`config.mk`:
```
export PLATFORM = sky130hd
export DESIGN_NAME = uart_brk_tx
export DESIGN_NICKNAME = d
export VERILOG_FILES = /design/src/rtl/uart_brk_pkg.sv /design/src/rtl/uart_brk_hold.sv /design/src/rtl/uart_brk_shift.sv /design/src/rtl/uart_brk_ctrl.sv /design/src/rtl/uart_brk_tx.sv
export SDC_FILE = /design/constraint.sdc
export NUM_CORES = 1
export LEC_CHECK = 0
export ABC_AREA = 1
export CAP_MARGIN = 20
export CORE_ASPECT_RATIO = 0.7
export CORE_UTILIZATION = 44
export CTS_CLUSTER_DIAMETER = 150
export DETAILED_ROUTE_END_ITERATION = 12
export PLACE_DENSITY = 0.71
export SETUP_SLACK_MARGIN = 0.05
export SYNTH_ARGS = -nofsm -noshare
export SYNTH_HDL_FRONTEND = slang
export SYNTH_HIERARCHICAL = 1
export SYNTH_SLANG_ARGS = --single-unit
```
`constraint.sdc`:
```
create_clock -name clk -period 1.98 [get_ports clk]
set_input_delay 0.297 -clock clk [delete_from_list [all_inputs] [get_ports clk]]
set_output_delay 0.297 -clock clk [all_outputs]
set_load 0.1 [all_outputs]
```
`src/rtl/uart_brk_pkg.sv`:
```
package uart_brk_pkg;

    localparam int CMD_W     = 16;
    localparam int START_POS = 9;
    localparam int STOP_POS  = 10;

    typedef enum logic [1:0] {
        BRK_IDLE  = 2'd0,
        BRK_PEND  = 2'd1,
        BRK_LOW   = 2'd2,
        BRK_RECOV = 2'd3
    } brk_state_e;

    typedef struct packed {
        logic start;
        logic stop;
    } brk_cmd_t;

    // Both bits together form an illegal request and decode to nothing.
    function automatic brk_cmd_t decode_cmd(input logic wr, input logic [CMD_W-1:0] w);
        brk_cmd_t c;
        c.start = wr &  w[START_POS] & ~w[STOP_POS];
        c.stop  = wr & ~w[START_POS] &  w[STOP_POS];
        return c;
    endfunction

endpackage

```
`src/rtl/uart_brk_hold.sv`:
```
module uart_brk_hold #(
    parameter int DW = 8
) (
    input  logic          clk,
    input  logic          rst,
    input  logic          put_i,
    input  logic          take_i,
    input  logic [DW-1:0] data_i,
    output logic          valid_o,
    output logic [DW-1:0] data_o
);
    always_ff @(posedge clk) begin
        if (rst) begin
            valid_o <= 1'b0;
            data_o  <= '0;
        end else if (put_i) begin
            valid_o <= 1'b1;
            data_o  <= data_i;
        end else if (take_i) begin
            valid_o <= 1'b0;
        end
    end
endmodule

```
`src/rtl/uart_brk_shift.sv`:
```
module uart_brk_shift #(
    parameter int DW        = 8,
    parameter int PAR_EN    = 1,
    parameter int PAR_ODD   = 0,
    parameter int STOP_BITS = 1,
    parameter int CHAR_BITS = 1 + DW + PAR_EN + STOP_BITS
) (
    input  logic          clk,
    input  logic          rst,
    input  logic          tick,
    input  logic          load,
    input  logic [DW-1:0] data,
    output logic          busy,
    output logic          last,
    output logic          bit_o
);
    localparam int CW = $clog2(CHAR_BITS + 1);
    localparam logic [CW-1:0] CNT_FULL = CW'(CHAR_BITS);

    logic [CHAR_BITS-1:0] frame;
    logic [CHAR_BITS-1:0] sreg;
    logic [CW-1:0]        cnt;

    always_comb begin
        frame    = '1;
        frame[0] = 1'b0;
        for (int i = 0; i < DW; i++) frame[1+i] = data[i];
        if (PAR_EN != 0) frame[1+DW] = (^data) ^ (PAR_ODD != 0);
    end

    assign busy  = (cnt != '0);
    assign last  = (cnt == CW'(1));
    assign bit_o = sreg[0];

    always_ff @(posedge clk) begin
        if (rst) begin
            sreg <= '1;
            cnt  <= '0;
        end else if (load) begin
            sreg <= frame;
            cnt  <= CNT_FULL;
        end else if (tick && busy) begin
            sreg <= {1'b1, sreg[CHAR_BITS-1:1]};
            cnt  <= cnt - CW'(1);
        end
    end
endmodule

```
`src/rtl/uart_brk_ctrl.sv`:
```
module uart_brk_ctrl
    import uart_brk_pkg::*;
#(
    parameter int CHAR_BITS  = 11,
    parameter int RECOV_BITS = 12
) (
    input  logic       clk,
    input  logic       rst,
    input  logic       tick,
    input  logic       start_acc,
    input  logic       stop_acc,
    input  logic       sh_free,
    output brk_state_e state,
    output logic       stop_req
);
    localparam int LW = $clog2(CHAR_BITS + 1);
    localparam int RW = $clog2(RECOV_BITS + 1);
    localparam logic [LW-1:0] LOW_LAST = LW'(CHAR_BITS - 1);
    localparam logic [RW-1:0] REC_LAST = RW'(RECOV_BITS - 1);

    logic [LW-1:0] low_cnt;
    logic [RW-1:0] rec_cnt;

    always_ff @(posedge clk) begin
        if (rst) begin
            state    <= BRK_IDLE;
            stop_req <= 1'b0;
            low_cnt  <= '0;
            rec_cnt  <= '0;
        end else begin
            case (state)
                BRK_IDLE: begin
                    if (start_acc) state <= BRK_PEND;
                end
                BRK_PEND: begin
                    if (tick && sh_free) begin
                        state   <= BRK_LOW;
                        low_cnt <= '0;
                    end
                end
                BRK_LOW: begin
                    if (tick && stop_req && low_cnt >= LOW_LAST) begin
                        state    <= BRK_RECOV;
                        rec_cnt  <= '0;
                        stop_req <= 1'b0;
                    end else begin
                        if (tick && low_cnt < LOW_LAST) low_cnt <= low_cnt + LW'(1);
                        if (stop_acc) stop_req <= 1'b1;
                    end
                end
                BRK_RECOV: begin
                    if (tick) begin
                        if (rec_cnt >= REC_LAST) state <= BRK_IDLE;
                        else rec_cnt <= rec_cnt + RW'(1);
                    end
                end
                default: state <= BRK_IDLE;
            endcase
        end
    end
endmodule

```
`src/rtl/uart_brk_tx.sv`:
```
module uart_brk_tx
    import uart_brk_pkg::*;
#(
    parameter int DATA_BITS  = 8,
    parameter int PARITY_EN  = 1,
    parameter int PARITY_ODD = 0,
    parameter int STOP_BITS  = 1,
    parameter int RECOV_BITS = 12
) (
    input  logic                 clk,
    input  logic                 rst,
    input  logic                 bit_tick,
    input  logic                 data_wr,
    input  logic [DATA_BITS-1:0] data_in,
    input  logic                 ctrl_wr,
    input  logic [15:0]          ctrl_word,
    output logic                 txd,
    output logic                 tx_ready,
    output logic                 tx_empty
);
    localparam int CHAR_BITS = 1 + DATA_BITS + PARITY_EN + STOP_BITS;

    brk_state_e           brk_st;
    brk_cmd_t             cmd;
    logic                 stop_req;
    logic                 hold_v;
    logic [DATA_BITS-1:0] hold_data;
    logic                 sh_busy, sh_last, sh_bit, sh_free, sh_load;
    logic                 start_acc, stop_acc, data_acc;

    assign cmd       = decode_cmd(ctrl_wr, ctrl_word);
    assign sh_free   = !sh_busy || sh_last;
    assign tx_ready  = !hold_v && (brk_st == BRK_IDLE || (brk_st == BRK_LOW && !stop_req));
    assign start_acc = cmd.start && tx_ready && brk_st == BRK_IDLE;
    assign stop_acc  = cmd.stop && tx_ready && brk_st == BRK_LOW && !stop_req;
    assign data_acc  = data_wr && tx_ready && brk_st == BRK_IDLE && !start_acc;
    assign sh_load   = bit_tick && hold_v && brk_st == BRK_IDLE && sh_free;

    uart_brk_hold #(.DW(DATA_BITS)) u_hold (
        .clk(clk), .rst(rst), .put_i(data_acc), .take_i(sh_load),
        .data_i(data_in), .valid_o(hold_v), .data_o(hold_data)
    );

    uart_brk_shift #(
        .DW(DATA_BITS), .PAR_EN(PARITY_EN), .PAR_ODD(PARITY_ODD),
        .STOP_BITS(STOP_BITS), .CHAR_BITS(CHAR_BITS)
    ) u_shift (
        .clk(clk), .rst(rst), .tick(bit_tick), .load(sh_load), .data(hold_data),
        .busy(sh_busy), .last(sh_last), .bit_o(sh_bit)
    );

    uart_brk_ctrl #(.CHAR_BITS(CHAR_BITS), .RECOV_BITS(RECOV_BITS)) u_ctrl (
        .clk(clk), .rst(rst), .tick(bit_tick), .start_acc(start_acc),
        .stop_acc(stop_acc), .sh_free(sh_free), .state(brk_st), .stop_req(stop_req)
    );

    assign txd      = sh_busy ? sh_bit : (brk_st != BRK_LOW);
    assign tx_empty = !sh_busy && !hold_v && (brk_st == BRK_IDLE || brk_st == BRK_PEND);
endmodule

```
Yosys cells after proc, flatten, opt, wreduce, memory -nomap -nowiden
Index checks and enable logic that the tools add are counted.
Widths: inputs -> output; s select.
- magnitude comparators: 3
- equal/unequal tests: 13
- reductions and logical operators: 40
- bitwise operators: 6
- add/sub/neg operators: 3
- mux-type cells: 23
- operators by type and width (cell ; count):
    $mux 4 ; 8
    $logic_and 1x1->1 ; 20
    $mux 10 ; 2
    $pmux 4 s2 ; 2
    $mux 2 ; 5
    $ne 2x2->1 const B ; 5
    $reduce_bool 2->1 ; 5
    $add 4x1->4 const B ; 2
    $ge 4x4->1 const B ; 2
    $ne 2x1->1 const B ; 4
    $pmux 2 s4 ; 1
    $reduce_and 4->1 ; 2
    $reduce_xor 8->1 ; 1
    $mux 1 ; 5
    $reduce_and 5->1 ; 1
    $and 1x1->1 ; 4
    $eq 2x2->1 const B ; 2
    $eq 4x1->1 const B ; 1
    $logic_not 1->1 ; 4
    $lt 4x4->1 const B ; 1
    $reduce_bool 4->1 ; 1
    $sub 4x1->4 const B ; 1
    $logic_or 1x1->1 ; 3
    $eq 2x1->1 const B ; 1
    other kinds (4) ; 5
- logic and storage cells: 97
- output and inout bits: 3
- input bits: 29
- register bits after elaboration: 34

Logic depth before layout (Yosys ltp)
- word-level depth: 9
- mapped depth: 13
- gate-level depth less buffers: 13

Modules after synthesis
Netlist, hierarchy kept.
- by module, submodules not included (module ; seq. area each (um2) ; instances ; cells an instance ; area each (um2)):
    uart_brk_shift ; 280.3 ; 1 ; 137 ; 874.6
    uart_brk_ctrl ; 220.2 ; 1 ; 118 ; 813.3
    uart_brk_hold ; 180.2 ; 1 ; 38 ; 304.0
    uart_brk_tx ; 0.0 ; 1 ; 29 ; 123.9

Worst setup path after synthesis
Ideal clock, no wire load.
- path type: register to output
- from: register u_shift.cnt[0]
- to: output tx_empty
- data required time: 1683 ps
- data arrival time: 2760 ps
- buffers on the path: 0
- stages on the path, launching flop included: 5
- path slack: -1077 ps
- path through: dfxtp_1 inv_1 ha_1 nand2_2 nor3_1
- cells in the longest elaborated chain, start to end: 4
- RTL lines (element ; line ; source):
    start, declared ; uart_brk_shift.sv:22 ; logic [CW-1:0] cnt;
    start signal, assigned ; uart_brk_shift.sv:44 ; cnt <= cnt - CW'(1);
    $reduce_bool 4->1 ; uart_brk_shift.sv:31 ; assign busy = (cnt != '0);
    via sh_busy ; uart_brk_tx.sv:28 ; logic sh_busy, sh_last, sh_bit, sh_free, sh_load;
    $logic_not 1->1 ; uart_brk_tx.sv:58 ; assign tx_empty = !sh_busy && !hold_v && (brk_st == BRK_IDLE || brk_st == BRK_PEND);
    $logic_and 1x1->1 (2 in series) ; uart_brk_tx.sv:58 ;
    end, declared ; uart_brk_tx.sv:19 ; output logic tx_empty
The timed path passes the listed nets, and every way through them passes these cells.

Worst setup path in the final report
- from: register u_shift.cnt[0]
- to: output txd
- cells in the longest elaborated chain, start to end: 2
- RTL lines (element ; line ; source):
    $reduce_bool 4->1 ; uart_brk_shift.sv:31 ;
    via sh_busy ; uart_brk_tx.sv:28 ;
    $mux 1 ; uart_brk_tx.sv:57 ; assign txd = sh_busy ? sh_bit : (brk_st != BRK_LOW);
    end, declared ; uart_brk_tx.sv:17 ; output logic txd,
The timed path passes the listed nets, and every way through them passes these cells.

==> flow_summary.json <==
{
  "regArea_um2": 681.9,
  "met1Wirelength_um": 2404,
  "wl_met2_um": 1761,
  "synth_cell_types": 29,
  "synth_top_cell_area_share_pct": 32.17,
  "place_ws_ns": 0.1547,
  "clockBufferDepth": 2,
  "cts_tree": "yes",
  "final_hold_viol_count": 0,
  "cts.clk_slew.worst_paths_ns": 0.07,
  "die_x_um": 84.88,
  "dr.max_layer_used": "met4",
  "synthArstFlopShare_pct": 0,
  "clk_latency_ns": 0.29,
  "hpwlAfterDp_um": 3326,
  "num_antenna_cells": 0,
  "layout-drive-gt1-share_pct": 15.63,
  "rsz0062_at_grt": "no",
  "row_count": 20,
  "setup_slack_ns": 0.1080,
  "area_delta_synth_final_pct": 20.52,
  "tns_ns": 0,
  "vias": 1933,
  "ys_seq_area_share_pct": 32.17,
  "drt-total-wl_um": 4421,
  "maxCapViolations": 0,
  "hp-class": "reg -> reg",
  "fp.dieH_um": 60.02,
  "postSynthCellCount": 322,
  "cts.sinks": 34,
  "multiInputGateArea_mm2": 0.001215,
  "dr_wl_met3_um": 192,
  "drcViolationCount": 0,
  "hold_start": "u_shift/sreg[2]$_SDFFE_PP1P_",
  "coreArea_mm2": 0.004479,
  "cp.required_ns": 1.68,
  "drv_slew": 0,
  "finalClockSkew_ns": 0.007598,
  "max_slew.worst_pin.slew_ns": 0.3580,
  "htreeDepth": 2,
  "critPathCaptureType": "output port",
  "nNetsFinal": 390,
  "cts-root-buf": "clkbuf_8",
  "p_per_area_mw_per_mm2": 1713,
  "ir_drop_mv": 1.070,
  "track_usage_pct": 20.13,
  "synth_commonest_cells": "80 x nand2_1, 50 x inv_1, 41 x nor2_1",
  "startpoint_type": "flop",
  "synth-seq-cells": 34,
  "fin_crit_sh_pct": 94.55,
  "yosysTopAreaCell": "dfxtp_1",
  "max_freq_ghz": 0.5342,
  "setup_viol": 0,
  "arrival_ns": 1.58,
  "fillers": 419,
  "synth_area_leaders": "dfxtp_1 32%, nand2_1 14%, inv_1 8.9%",
  "ios": 32,
  "status": "finished, final reports clean",
  "utilization_pct": 56.93,
  "criticalPathCategory": "reg -> out",
  "crit_path_max_fanout": 4,
  "rr_startpoint": "u_shift/cnt[1]$_SDFFE_PP0P_",
  "worstSetupStartpoint": "u_shift/cnt[0]$_SDFFE_PP0P_",
  "syn_avg_cell_area_um2": 6.571,
  "start_util_pct": 47.23,
  "p_leak_nw": 1.210,
  "drt_pre_antenna_iters": 4,
  "vias_per_cell": 4.749,
  "synth_edf_count": 0,
  "grt_pass1_vias": 1680,
  "synth_nets": 361,
  "synthesis.area_mm2": 0.002116,
  "gp_congestion": 0.8455,
  "max_slew_margin_pct": 76.10,
  "yosysMostFrequentCell": "nand2_1",
  "grt_pass1_wl_um": 7824,
  "die_area_mm2": 0.005094,
  "power.total_mw": 4.368,
  "synth_ff_type": "dfxtp_1",
  "wl_per_cell_um": 10.86,
  "port-buffer-count": 17,
  "numCtsBuffers": 5,
  "grt_overflow": 0,
  "antenna_found_initial": 0,
  "drtIter0Drc": 152,
  "ant_nets": 0,
  "synth_warnings": 6,
  "grt_start_max_net_pins": 18,
  "min_period_ns": 1.872
}
[worst paths after layout]
kind                                   to  slack, ns  depth (start not counted)
min reg2reg  u_shift/sreg[2]$_SDFFE_PP1P_       0.46                          2
min          u_shift/sreg[2]$_SDFFE_PP1P_       0.46                          2
max reg2reg  u_shift/sreg[9]$_SDFFE_PP1P_       0.24                         12
max                                   txd       0.11                          7
[per-stage QoR]
step           instance area [um^2]  hold slack, ns  instances
4_1_cts                        2531          0.4606        405
3_5_place_dp                   2410          0.4436        397
6_report                       2550          0.4616        407
5_1_grt                        2550          0.4853        407
2_1_floorplan                  2127          0.3594        322
3_3_place_gp                   2410          0.4386        397
[cell families (layout without fill, tap and decap cells)]
family                   count (synthesis)  in the layout  share of synthesized area, %
AO/OA/AOI/OAI                           52             52                         13.90
flip-flops                              34             34                         32.17
buffers and inverters                   58             88                         11.65
XOR/XNOR                                 2              2                        0.8281
AND/OR/NAND/NOR                        166            166                         35.54
adder cells (fa/ha/maj)                 10             10                         5.914
[registers in the layout, summed over array words and instances (netlist names)]
name / cells
u_ctrl/low_cnt: 4
u_shift/cnt: 4
u_hold/data_o: 8
u_ctrl/state: 2
u_ctrl/rec_cnt: 4
u_hold/valid_o: 1
u_ctrl/stop_req: 1
u_shift/sreg: 10
[cell type report]
class | instances | area share [%]
clock buffers | 5 | 2.699
clock inverters | 3 | 1.570
inverters | 53 | 7.851
multi-input cells | 230 | 47.64
flip-flops and latches | 34 | 26.74
well taps | 55 | 2.699
repair buffers | 27 | 10.79
[report_power, final]
group	internal (mW)	switching, mW	leakage (nW)
sequential	0.916	0.207	0.280
clock	0.371	0.272	0.0579
combinational	0.962	1.64	0.873
[per-layer routing]
| metal | global-route usage, % | vias to the layer above |
|---|---|---|
| li1 | - | 1063 |
| met1 | 29.53 | 824 |
| met2 | 28.34 | 42 |
| met3 | 4.144 | 4 |
| met4 | 8.959 | 0 |
| met5 | 0 | - |
[layout by cell type (no fill, tap or decap), drive strengths merged]
cell type      synthesis  layout
xnor2                  2       2
o21ai                 28      28
ha                    10      10
a21boi                 1       1
nor3                   4       4
clkbuf                 0       5
a21oi                 21      21
nand3                 18      18
nand4                  4       4
nor2                  48      48
clkdlybuf4s50          0      14
o21bai                 2       2
inv                   52      52
clkinv                 1       3
buf                    5      13
nand2                 90      90
dfxtp                 34      34
nor3b                  1       1
or2                    1       1
bufinv                 0       1
[worst max-delay path, stage by stage, from the launching register on]
cell and delay [ns]:
dfxtp_2 0.34, inv_2 0.09, ha_4 0.17, nand2_2 0.06
buf_4 0.16, o21bai_1 0.15, nand2_1 0.13, buf_12 0.18
[what timing repair did]
action                     4_1_cts  5_1_grt
setup endpoints to repair        1       12
buffers inserted                 0        2
resized for setup                3        3
hold endpoints to repair         0        0
pin swaps                        0        1
hold buffers                     0        0
No activity file was read; power rests on OpenSTA's default activity.
